$ cat src/rtl/gpio_irq_pkg.sv
package gpio_irq_pkg;

  // Byte offsets of the register port (12-bit address space)
  localparam logic [11:0] OFS_MODE = 12'h404;  // 1 = level, 0 = edge
  localparam logic [11:0] OFS_BOTH = 12'h408;  // 1 = any edge, polarity ignored
  localparam logic [11:0] OFS_POL  = 12'h40C;  // level high / rising edge when 1
  localparam logic [11:0] OFS_EN   = 12'h410;  // interrupt enable
  localparam logic [11:0] OFS_RAW  = 12'h414;  // raw status, read-only
  localparam logic [11:0] OFS_MSK  = 12'h418;  // masked status, read-only
  localparam logic [11:0] OFS_CLR  = 12'h41C;  // write one to clear edge status

  // Selected register, decoded from an address
  typedef enum logic [2:0] {
    SEL_NONE, SEL_MODE, SEL_BOTH, SEL_POL, SEL_EN, SEL_RAW, SEL_MSK, SEL_CLR
  } reg_sel_e;

  function automatic reg_sel_e decode_addr(input logic [11:0] a);
    case (a)
      OFS_MODE: return SEL_MODE;
      OFS_BOTH: return SEL_BOTH;
      OFS_POL:  return SEL_POL;
      OFS_EN:   return SEL_EN;
      OFS_RAW:  return SEL_RAW;
      OFS_MSK:  return SEL_MSK;
      OFS_CLR:  return SEL_CLR;
      default:  return SEL_NONE;
    endcase
  endfunction

  // Level condition: active-high when pol is 1, active-low otherwise
  function automatic logic level_active(input logic pin, input logic pol);
    return pol ? pin : ~pin;
  endfunction

  // Edge condition from current and previous sample
  function automatic logic edge_event(input logic cur, input logic prev,
                                      input logic any_edge, input logic pol);
    logic rise;
    logic fall;
    rise = cur & ~prev;
    fall = ~cur & prev;
    if (any_edge) return rise | fall;
    return pol ? rise : fall;
  endfunction

endpackage

$ cat src/rtl/gpio_irq_regs.sv
module gpio_irq_regs
  import gpio_irq_pkg::*;
#(
  parameter int LINES  = 8,
  parameter int DATA_W = 8
) (
  input  logic              clk,
  input  logic              rst_n,
  input  logic              wr,
  input  reg_sel_e          sel,
  input  logic [DATA_W-1:0] wdata,
  output logic [LINES-1:0]  cfg_mode,
  output logic [LINES-1:0]  cfg_both,
  output logic [LINES-1:0]  cfg_pol,
  output logic [LINES-1:0]  cfg_ie,
  output logic [LINES-1:0]  clr_mask
);

  logic [LINES-1:0] wbits;
  assign wbits = wdata[LINES-1:0];

  always_ff @(posedge clk or negedge rst_n) begin
    if (!rst_n) begin
      cfg_mode <= '0;
      cfg_both <= '0;
      cfg_pol  <= '0;
      cfg_ie   <= '0;
    end else if (wr) begin
      case (sel)
        SEL_MODE: cfg_mode <= wbits;
        SEL_BOTH: cfg_both <= wbits;
        SEL_POL:  cfg_pol  <= wbits;
        SEL_EN:   cfg_ie   <= wbits;
        default: ;
      endcase
    end
  end

  // Clear strobe lasts only for the write cycle
  assign clr_mask = (wr && sel == SEL_CLR) ? wbits : '0;

endmodule

$ cat src/rtl/gpio_irq_line.sv
module gpio_irq_line
  import gpio_irq_pkg::*;
(
  input  logic clk,
  input  logic rst_n,
  input  logic pin,
  input  logic mode_level,
  input  logic any_edge,
  input  logic pol,
  input  logic clr,
  output logic edge_hit,
  output logic raw
);

  logic prev_q;
  logic latch_q;

  assign edge_hit = ~mode_level & edge_event(pin, prev_q, any_edge, pol);

  always_ff @(posedge clk or negedge rst_n) begin
    if (!rst_n) begin
      prev_q  <= 1'b0;
      latch_q <= 1'b0;
    end else begin
      prev_q <= pin;
      if (mode_level)    latch_q <= 1'b0;
      else if (edge_hit) latch_q <= 1'b1;  // a new edge beats a clear
      else if (clr)      latch_q <= 1'b0;
    end
  end

  assign raw = mode_level ? level_active(pin, pol) : latch_q;

endmodule

$ cat src/rtl/gpio_irq_readmux.sv
module gpio_irq_readmux
  import gpio_irq_pkg::*;
#(
  parameter int LINES  = 8,
  parameter int DATA_W = 8
) (
  input  reg_sel_e          sel,
  input  logic [LINES-1:0]  cfg_mode,
  input  logic [LINES-1:0]  cfg_both,
  input  logic [LINES-1:0]  cfg_pol,
  input  logic [LINES-1:0]  cfg_ie,
  input  logic [LINES-1:0]  raw_stat,
  input  logic [LINES-1:0]  masked_stat,
  output logic [DATA_W-1:0] rdata
);

  always_comb begin
    rdata = '0;
    case (sel)
      SEL_MODE: rdata[LINES-1:0] = cfg_mode;
      SEL_BOTH: rdata[LINES-1:0] = cfg_both;
      SEL_POL:  rdata[LINES-1:0] = cfg_pol;
      SEL_EN:   rdata[LINES-1:0] = cfg_ie;
      SEL_RAW:  rdata[LINES-1:0] = raw_stat;
      SEL_MSK:  rdata[LINES-1:0] = masked_stat;
      default:  rdata = '0;
    endcase
  end

endmodule

$ cat src/rtl/gpio_irq_sense.sv
module gpio_irq_sense
  import gpio_irq_pkg::*;
#(
  parameter int LINES  = 8,
  parameter int DATA_W = 8,
  parameter int ADDR_W = 12
) (
  input  logic              clk,
  input  logic              rst_n,
  input  logic [LINES-1:0]  pin_in,
  input  logic              bus_wr,
  input  logic [ADDR_W-1:0] bus_addr,
  input  logic [DATA_W-1:0] bus_wdata,
  output logic [DATA_W-1:0] bus_rdata,
  output logic              irq_out
);

  reg_sel_e         sel;
  logic [LINES-1:0] cfg_mode;
  logic [LINES-1:0] cfg_both;
  logic [LINES-1:0] cfg_pol;
  logic [LINES-1:0] cfg_ie;
  logic [LINES-1:0] clr_mask;
  logic [LINES-1:0] edge_hit;
  logic [LINES-1:0] raw_stat;
  logic [LINES-1:0] masked_stat;

  assign sel = decode_addr(12'(bus_addr));

  gpio_irq_regs #(.LINES(LINES), .DATA_W(DATA_W)) u_regs (
    .clk      (clk),
    .rst_n    (rst_n),
    .wr       (bus_wr),
    .sel      (sel),
    .wdata    (bus_wdata),
    .cfg_mode (cfg_mode),
    .cfg_both (cfg_both),
    .cfg_pol  (cfg_pol),
    .cfg_ie   (cfg_ie),
    .clr_mask (clr_mask)
  );

  for (genvar i = 0; i < LINES; i++) begin : g_line
    gpio_irq_line u_line (
      .clk        (clk),
      .rst_n      (rst_n),
      .pin        (pin_in[i]),
      .mode_level (cfg_mode[i]),
      .any_edge   (cfg_both[i]),
      .pol        (cfg_pol[i]),
      .clr        (clr_mask[i]),
      .edge_hit   (edge_hit[i]),
      .raw        (raw_stat[i])
    );
  end

  assign masked_stat = raw_stat & cfg_ie;
  assign irq_out     = |masked_stat;

  gpio_irq_readmux #(.LINES(LINES), .DATA_W(DATA_W)) u_rmux (
    .sel         (sel),
    .cfg_mode    (cfg_mode),
    .cfg_both    (cfg_both),
    .cfg_pol     (cfg_pol),
    .cfg_ie      (cfg_ie),
    .raw_stat    (raw_stat),
    .masked_stat (masked_stat),
    .rdata       (bus_rdata)
  );

endmodule

$ cat config.mk
export PLATFORM = sky130hd
export DESIGN_NAME = gpio_irq_sense
export DESIGN_NICKNAME = d
export VERILOG_FILES = /design/src/rtl/gpio_irq_pkg.sv /design/src/rtl/gpio_irq_regs.sv /design/src/rtl/gpio_irq_line.sv /design/src/rtl/gpio_irq_readmux.sv /design/src/rtl/gpio_irq_sense.sv
export SDC_FILE = /design/constraint.sdc
export NUM_CORES = 1
export LEC_CHECK = 0
export BUFFER_PORTS_ARGS = -buffer_cell sky130_fd_sc_hd__buf_2
export CORE_MARGIN = 2
export CORE_UTILIZATION = 58
export DETAILED_ROUTE_END_ITERATION = 8
export PLACE_DENSITY = 0.82
export SLEW_MARGIN = 15
export SYNTH_ARGS = -nofsm -noshare
export SYNTH_HDL_FRONTEND = slang
export SYNTH_SLANG_ARGS = --single-unit
$ cat constraint.sdc
create_clock -name clk -period 1.91 [get_ports clk]
set_input_delay 0.2865 -clock clk [delete_from_list [all_inputs] [get_ports clk]]
set_output_delay 0.2865 -clock clk [all_outputs]
set_load 0.01 [all_outputs]
* Word-level counts from Yosys, hierarchy flattened
Cells that the tools add are included.
** Word-level totals
- Bits in registers :: 48
- Bits of input ports :: 31
- Output and inout port bits :: 9
** Operators by class
- Multiplexer cells :: 75
- Equal/unequal tests :: 14
- Reduce and logical (&&, ||, !) cells :: 14
- Bitwise operators :: 57
** Operator list (count)
- 12-bit by 11-bit equality test with 1-bit output, second input constant :: 7
- 1-bit two-way mux :: 72
- 8-bit case mux with 6 select lines :: 1
- 1-bit bitwise AND :: 24
- 1-bit NOT :: 24
- 3-bit nonzero test :: 8
- 3-bit case mux with 7 select lines :: 1
- 3-bit equality test, second input constant :: 4
- 8-bit bitwise AND :: 1
- 8-bit two-way mux :: 1
- 1-bit OR :: 8
- 2-bit AND reduction :: 4
- 8-bit OR reduction :: 1
- 3-bit by 2-bit equality test with 1-bit output, second input constant :: 2
- 3-bit by 1-bit equality test with 1-bit output, second input constant :: 1
- 1-bit logical AND :: 1

* Logic depth before layout (Yosys ltp)
Gate-level depths: netlist of run 1.
- Depth in word-level cells :: 8
- Depth in mapped cells :: 5

* Cells and area by module
Synthesis of run 1 repeated with hierarchy kept, for this count alone.
** Unflattened totals
- Cells, all modules :: 268
- Area total of the unflattened synthesis :: 3088.0 um^2
** By module, submodules not included
- gpio_irq_regs :: area each 1337.5 um^2, instances 1, cells each 80
- gpio_irq_line :: area each 145.1 um^2, instances 8, cells each 14
- gpio_irq_readmux :: area each 465.4 um^2, instances 1, cells each 57
- gpio_irq_sense :: area each 123.9 um^2, instances 1, cells each 19

* Worst setup path before layout of run 1
OpenSTA, ideal clock, no wires.
- Kind :: input port to output port
- Start :: in bus_addr[1]
- End :: out bus_rdata[0]
- Data arrival time :: 1.524 ns
- Data required time :: 1.623 ns
- Stages :: 5
- Buffers on the path :: 1
- Slack :: 0.099 ns
- Cell sequence :: nor4_4 buf_2 nand3_1 or2_2 o22ai_1
** Between the ends
- Cells in the longest elaborated chain, start to end :: 4
** Ends and longest elaborated chain
- start, declared :: RTL line gpio_irq_sense.sv:12 : input logic [ADDR_W-1:0] bus_addr,
- 12-bit by 11-bit equality test with 1-bit output :: RTL line gpio_irq_pkg.sv:18 : case (a)
- 3-bit case mux with 7 select lines (*) :: RTL line gpio_irq_pkg.sv:18
- 3-bit equality test (tied with other cells) :: RTL line gpio_irq_readmux.sv:19 : case (sel)
- 8-bit case mux with 6 select lines (*) :: RTL line gpio_irq_readmux.sv:19
- end, declared :: RTL line gpio_irq_sense.sv:14 : output logic [DATA_W-1:0] bus_rdata,
Mark *: on every way between the ends. The rest lies on a longest branch, timed or not.

* Worst setup path in the final report of run 1
- Start :: reg g_line[4].u_line.latch_q
- End :: out irq_out
** Between the ends
- Cells in the longest elaborated chain, start to end :: 3
** Ends and longest elaborated chain
- start, declared :: RTL line gpio_irq_line.sv:16 : logic latch_q;
- start signal, assigned :: RTL line gpio_irq_line.sv:23 : latch_q <= 1'b0;
- start signal, assigned :: RTL line gpio_irq_line.sv:26 : if (mode_level) latch_q <= 1'b0;
- start signal, assigned :: RTL line gpio_irq_line.sv:27 : else if (edge_hit) latch_q <= 1'b1;
- 1-bit two-way mux :: RTL line gpio_irq_line.sv:32 : assign raw = mode_level ? level_active(pin, pol) : latch_q;
- 8-bit bitwise AND :: RTL line gpio_irq_sense.sv:57 : assign masked_stat = raw_stat & cfg_ie;
- 8-bit OR reduction :: RTL line gpio_irq_sense.sv:58 : assign irq_out = |masked_stat;
- end, declared :: RTL line gpio_irq_sense.sv:15 : output logic irq_out
No other way between the ends.

==> summary.txt, run 1 <==
Status - finished with violations
Violated checks - negative setup slack
Hold Crit Class - primary input to asynchronous set/reset pin
Max-slew violations - 0
Area added between synthesis and finish - 31.2%
Drt drc - 0
Final Critical Period - 2.32 ns
Critical path fanouts, max - 2
Pin count of the biggest net entering global routing - 49
First-pass GRT wire length - 12,500 um
Hold Buf Count CTS - 0
Io pins - 40
Core ar. - 4820 um^2
Syn_area_per_cell - 10.7 um^2
Mapped Cells - 275
RR Startpoint - u_regs.cfg_pol[4]$_DFFE_PN0P_
Power density over the cells - 507 nW/um^2
CTS tree - done
Multi-input gate area - 1760 um^2
Yosys Warn Count - 0
Initial Util - 61.0%
Share of cells above drive strength 1 - 48.6%
Critical path class - flop to primary output
Root buf cell - clkbuf_8
DR vias/cell - 6.11
# fillers - 294
Chip Width - 75.2 um
Power consumption - 1.95 mW
Leak pwr - 1.84 nW
Cell taking the most area after synthesis - dfrtp_1
Tcrit/Tclk final - 121%
Die Y - 75.2 um
Max-Cap Viols - 0
TritonCTS buffer count - 5
Ys async rst share - 100%
Initial DRT Pass Iterations - 7
DRT met1 WL - 3310 um
CTS max path bufs - 2
FP Rows - 25
Endpoints failing hold - 0
Initial antenna violation count - 0
Most used DFF post-synth - dfrtp_1
Top cell type's share of synthesized area - 40.9%
Total number of vias - 2,634
Worst Path Arrival - 2.03 ns
Clock sink count - 48
Post-synth EDFFs - 0
Number of global-route vias before repair - 2,553
Non-Filler Instances - 431
Cell Area, Synth - 2940 um^2
CTS H-Tree Depth - 2
Met3 routed WL - 602 um
Worst setup startpoint - g_line[4].u_line.latch_q$_DFFE_PN0P_
Port Buf Inserts - 39
Setup TNS - -0.767 ns
Peak VDD IR - 0.000311 V
DR iter-0 viols - 266
GRT Overall Usage - 29.6%
RSZ-0062 raised after global routing - yes
CP Capture Type - primary output
N_diodes - 0
Startpoint Class - flop
Wire per inst - 18.5 um
Post-synthesis sequential area ratio - 40.9%
Storage cell area - 1200 um^2
Detailed Place HPWL - 5350 um
Met2 wire len - 3920 um
Post-synth top cells - dfrtp_1 (48), mux2_2 (40), inv_1 (24), o21ai_0 (18), ha_1 (16)
Yosys reg bits - 48
Die area - 5650 um^2
WL final - 7970 um
Final GP Congestion - 0.892
Nets@finish - 411
Top sig layer - met4
Routed Antenna Nets - 0
Netlist cell types - 36
R2R Setup Slk - 0.62 ns
Total grt overflow - 0
Endpoints failing setup - 6
Largest cells by area after synthesis - dfrtp_1 (41%), mux2_2 (15%), ha_1 (6.8%)
DP Cell Count - 416
CTS clk-pin slew, worst paths - 0.09 ns
Cell with the most instances after synthesis - dfrtp_1
Slew @ Worst Pin - 0.622 ns
Final Worst Setup Slack - -0.406 ns
Worst Clk Skew - 0.00502 ns
Fmax - 432 MHz
Clock Latency Late Sink - 0.31 ns
Rel. slew slack - 58.5%
Layout Utilization - 80.1%
Mapped Nets - 322
WP data required - 1.62 ns
stage by stage:
stage	setup WS, ns	hold slack [ns]	cell area, um^2
floorplan	0.0990	-0.00909	2940
finish	-0.406	0.0543	3860
CTS	-0.386	0.0911	3740
global route	-0.419	0.136	3860
detailed placement	-0.0977	0.419	3520
global placement	-0.0716	0.421	3520
worst paths after layout:
check                                                  endpoint  cells after the start
setup / recovery                                        irq_out                      5
hold / removal                    u_regs.cfg_pol[1]$_DFFE_PN0P_                      2
setup reg to reg           g_line[4].u_line.latch_q$_DFFE_PN0P_                      4
hold reg to reg            g_line[3].u_line.latch_q$_DFFE_PN0P_                      1
max in group asynchronous         u_regs.cfg_pol[2]$_DFFE_PN0P_                      2
min in group clk              g_line[3].u_line.prev_q$_DFF_PN0_                      1
sequential cells by signal (all words and copies together) (netlist names):
register and flops:
g_line.u_line.latch_q 8, g_line.u_line.prev_q 8, u_regs.cfg_both 8, u_regs.cfg_ie 8
u_regs.cfg_mode 8, u_regs.cfg_pol 8
cells in the final DEF, fill, tap and decap left out, drive strengths merged, types with 6 or more instances in the layout:
master and count:
inv 24, mux2 48, buf 92, o21ai 18
ha 16, nand3 6, nand4 10, nor2b 8
clkbuf 7, o22ai 6, xnor2 6, dfrtp 48
a21oi 15, nand2 13, a211oi 7
power by group:
group	switching (mW)	leakage, nW	internal [mW]	total, mW
registers	0.00893	0.607	1.03	1.04
logic	0.147	1.18	0.108	0.255
clock network	0.339	0.0503	0.323	0.662
area by class of cell:
cell class,count,share of cell area [%]
multi-input cells,193,45.7
flip-flops and latches,48,31.2
repair buffers,92,16.1
clock buffers,7,2.50
inverters,24,2.34
well taps,67,2.17
worst max-delay path, stage by stage (launching register included):
cell	delay, ns
dfrtp_1	0.39
nor2b_4	0.13
a222oi_1	0.34
o211ai_1	0.17
or4_4	0.55
buf_6	0.14
timing repair:
item,CTS,global route
resized for setup,14,18
pin swaps,10,7
endpoints found under the setup margin,9,9
setup buffers,6,2
kinds of logic after synthesis:
kind of cell	share of synthesized area, %
adders and majority gates	6.81
buffers and inverters	4.56
muxes	19.8
DFF	40.9
and+or+nand+nor	10.9
xor gates and xnor gates	2.38
AOI/OAI and AO/OA	14.7
metal layers:
metal  track usage (%)  up-vias
li1                  -     1191
met1              40.6     1284
met2              46.9      140
met3              6.29       19
met4              10.5        0
met5                 0        -
Note: power is estimated with default switching activity, not from simulation.
==> run 2: changes to the inputs <==
clock period = 2.2 ns   (was 1.91 ns; I/O delays follow)
==> run 2 against run 1 <==
The flow still finishes with violations (negative setup slack); count of clock-buffer cells in the layout did not move; sequential share of layout area up 3.2 points; highest routed layer unchanged; power fell by 8.1%; cell count fell by 7.4%; worst hold slack better by 0.050 ns; critical endpoint unchanged; largest cell class unchanged.
==> summary.txt, run 2 (synthesis gave the netlist of run 1 again) <==
Status - finished with violations
Violated checks - negative setup slack
Slew @ Worst Pin - 0.621 ns (-0.00143 ns)
Initial DRT Pass Iterations - 6 (-1)
Detailed Place HPWL - 5040 um (-5.8%)
Total number of vias - 2,411 (-8.5%)
CTS tree - done
Clock Latency Late Sink - 0.31 ns (about the same)
Tcrit/Tclk final - 106%
Storage cell area - 1200 um^2 (-0.21%)
RSZ-0062 raised after global routing - yes
Die Y - 75.2 um (unchanged)
Most frequent cells in the layout - dfrtp_1 (48), mux2_2 (40), buf_2 (38), inv_1 (24), buf_4 (19)
Worst Clk Skew - 0.00645 ns (+0.00142 ns)
Area added between synthesis and finish - 18.9%
Initial antenna violation count - 0 (unchanged)
Most common cell after layout, fill and taps aside - dfrtp_1
DR iter-0 viols - 271 (+1.9%)
WP data required - 1.87 ns (+0.25 ns)
Clock sink count - 48 (unchanged)
RR Startpoint - g_line[0].u_line.prev_q$_DFF_PN0_
Routed Antenna Nets - 0 (unchanged)
Endpoints failing setup - 1 (-5)
Critical path class - flop to primary output
Power consumption - 1.80 mW (-8.1%)
Max-Cap Viols - 0 (unchanged)
Final Critical Period - 2.32 ns
Leak pwr - 1.65 nW (-10%)
First-pass GRT wire length - 11,800 um (-5.3%)
Endpoints failing hold - 0 (unchanged)
Drt drc - 0 (unchanged)
Rel. slew slack - 58.6% (+0.095 points)
Critical path fanouts, max - 2 (unchanged)
Non-Filler Instances - 399 (-7.4%)
Worst setup startpoint - g_line[4].u_line.latch_q$_DFFE_PN0P_
Core ar. - 4820 um^2 (unchanged)
Multi-input gate area - 1640 um^2 (-7.2%)
Initial Util - 61.0% (unchanged)
# fillers - 378 (+29%)
Chip Width - 75.2 um (unchanged)
Fmax - 430 MHz
CTS clk-pin slew, worst paths - 0.09 ns (about the same)
DP Cell Count - 389 (-6.5%)
Share of cells above drive strength 1 - 38.0% (-11 points)
CTS H-Tree Depth - 2 (unchanged)
Critical path endpoint - irq_out
Place WS - 0.0925 ns (+0.190 ns)
CP Capture Type - primary output
DR vias/cell - 6.04 (-1.1%)
Final Worst Setup Slack - -0.124 ns (+0.282 ns)
Pin count of the biggest net entering global routing - 49 (unchanged)
Hold Crit Class - primary input to asynchronous set/reset pin
Crit Reg-Reg Endpoint - g_line[0].u_line.latch_q$_DFFE_PN0P_
N_diodes - 0 (unchanged)
Number of global-route vias before repair - 2,416 (-5.4%)
Setup TNS - -0.124 ns (+0.643 ns)
Final GP Congestion - 0.899 (+0.76%)
Max-slew violations - 0 (unchanged)
Worst Path Arrival - 1.99 ns (-0.04 ns)
Io pins - 40 (unchanged)
Nets@finish - 378 (-8.0%)
Power density over the cells - 514 nW/um^2 (+1.5%)
Placed Instance Area - 3310 um^2 (-6.1%)
Total grt overflow - 0 (unchanged)
R2R Setup Slk - 0.96 ns (+0.34 ns)
R2r worst-path depth - 5 (+1)
GRT Overall Usage - 28.1% (-1.5 points)
Startpoint Class - flop
WL final - 7020 um (-12%)
FP Rows - 25 (unchanged)
Die area - 5650 um^2 (unchanged)
Root buf cell - clkbuf_8
Port Buf Inserts - 39 (unchanged)
Wire per inst - 17.6 um (-4.9%)
Peak VDD IR - 0.000290 V (-6.7%)
TritonCTS buffer count - 5 (unchanged)
Final instance area - 3490 um^2 (-9.4%)
CTS max path bufs - 2 (unchanged)
run 2: cell count changes in the layout (fill, tap and decap cells not counted), moves of 3 or more:
cell / change
buf_4: -31
a221oi_1: +4
o22ai_1: +4
o22ai_2: -4
a221oi_2: -3
xnor2_1: +3
xnor2_2: -3
run 2: final cells by class:
type,count,area share [%]
clock buffers,7,2.76
clock inverters,1,0.859
inverters,24,2.58
multi-input cells,193,46.9
flip-flops and latches,48,34.4
well taps,67,2.40
repair buffers,59,10.2
run 2: worst min-delay path by stage:
| stage | startpoint | to | slack, ns | cells past startpoint |
|---|---|---|---|---|
| final | rst_n | u_regs.cfg_pol[1]$_DFFE_PN0P_ | 0.10 | 2 |
| after floorplan | rst_n | g_line[0].u_line.latch_q$_DFFE_PN0P_ | 0.03 | 0 |
| after global placement | rst_n | u_regs.cfg_pol[1]$_DFFE_PN0P_ | 0.46 | 2 |
| after global routing | pin_in[2] | g_line[2].u_line.prev_q$_DFF_PN0_ | 0.17 | 1 |
| after CTS | rst_n | u_regs.cfg_pol[5]$_DFFE_PN0P_ | 0.14 | 2 |
| after detailed placement | rst_n | u_regs.cfg_pol[1]$_DFFE_PN0P_ | 0.47 | 2 |
run 2: stage by stage:
step,utilization (%),hold WS [ns]
4_1_cts,71.9,0.140
2_1_floorplan,-,0.0344
5_1_grt,72.5,0.168
3_5_place_dp,68.7,0.471
3_3_place_gp,68.7,0.464
6_report,72.5,0.104
run 2: power breakdown:
group | switching, mW | leakage [nW] | internal (mW)
Clock | 0.307 | 0.0645 | 0.401
Combinational | 0.113 | 0.974 | 0.0743
Sequential | 0.00806 | 0.610 | 0.893
run 2: layer usage:
metal	up-vias	track usage (%)	part of all wire (%)
met5	-	0	0
met4	0	11.3	1.5
met3	12	4.02	7.5
met2	124	44.9	47
met1	1153	38.8	44
li1	1122	-	-
run 2: worst max-delay path: stages, from the launching register on:
cell	delay, ns
dfrtp_1	0.40
nor2b_4	0.14
a222oi_1	0.32
o211ai_1	0.15
or4_4	0.54
buf_6	0.14
run 2: timing repair:
| action | 4_1_cts | 5_1_grt |
|---|---|---|
| hold endpoints to repair | 0 | 0 |
| pin swaps | 4 | 2 |
| setup endpoints to repair | 1 | 4 |
| resized for setup | 4 | 5 |
| hold buffers | 0 | 0 |
| buffers inserted | 2 | 0 |
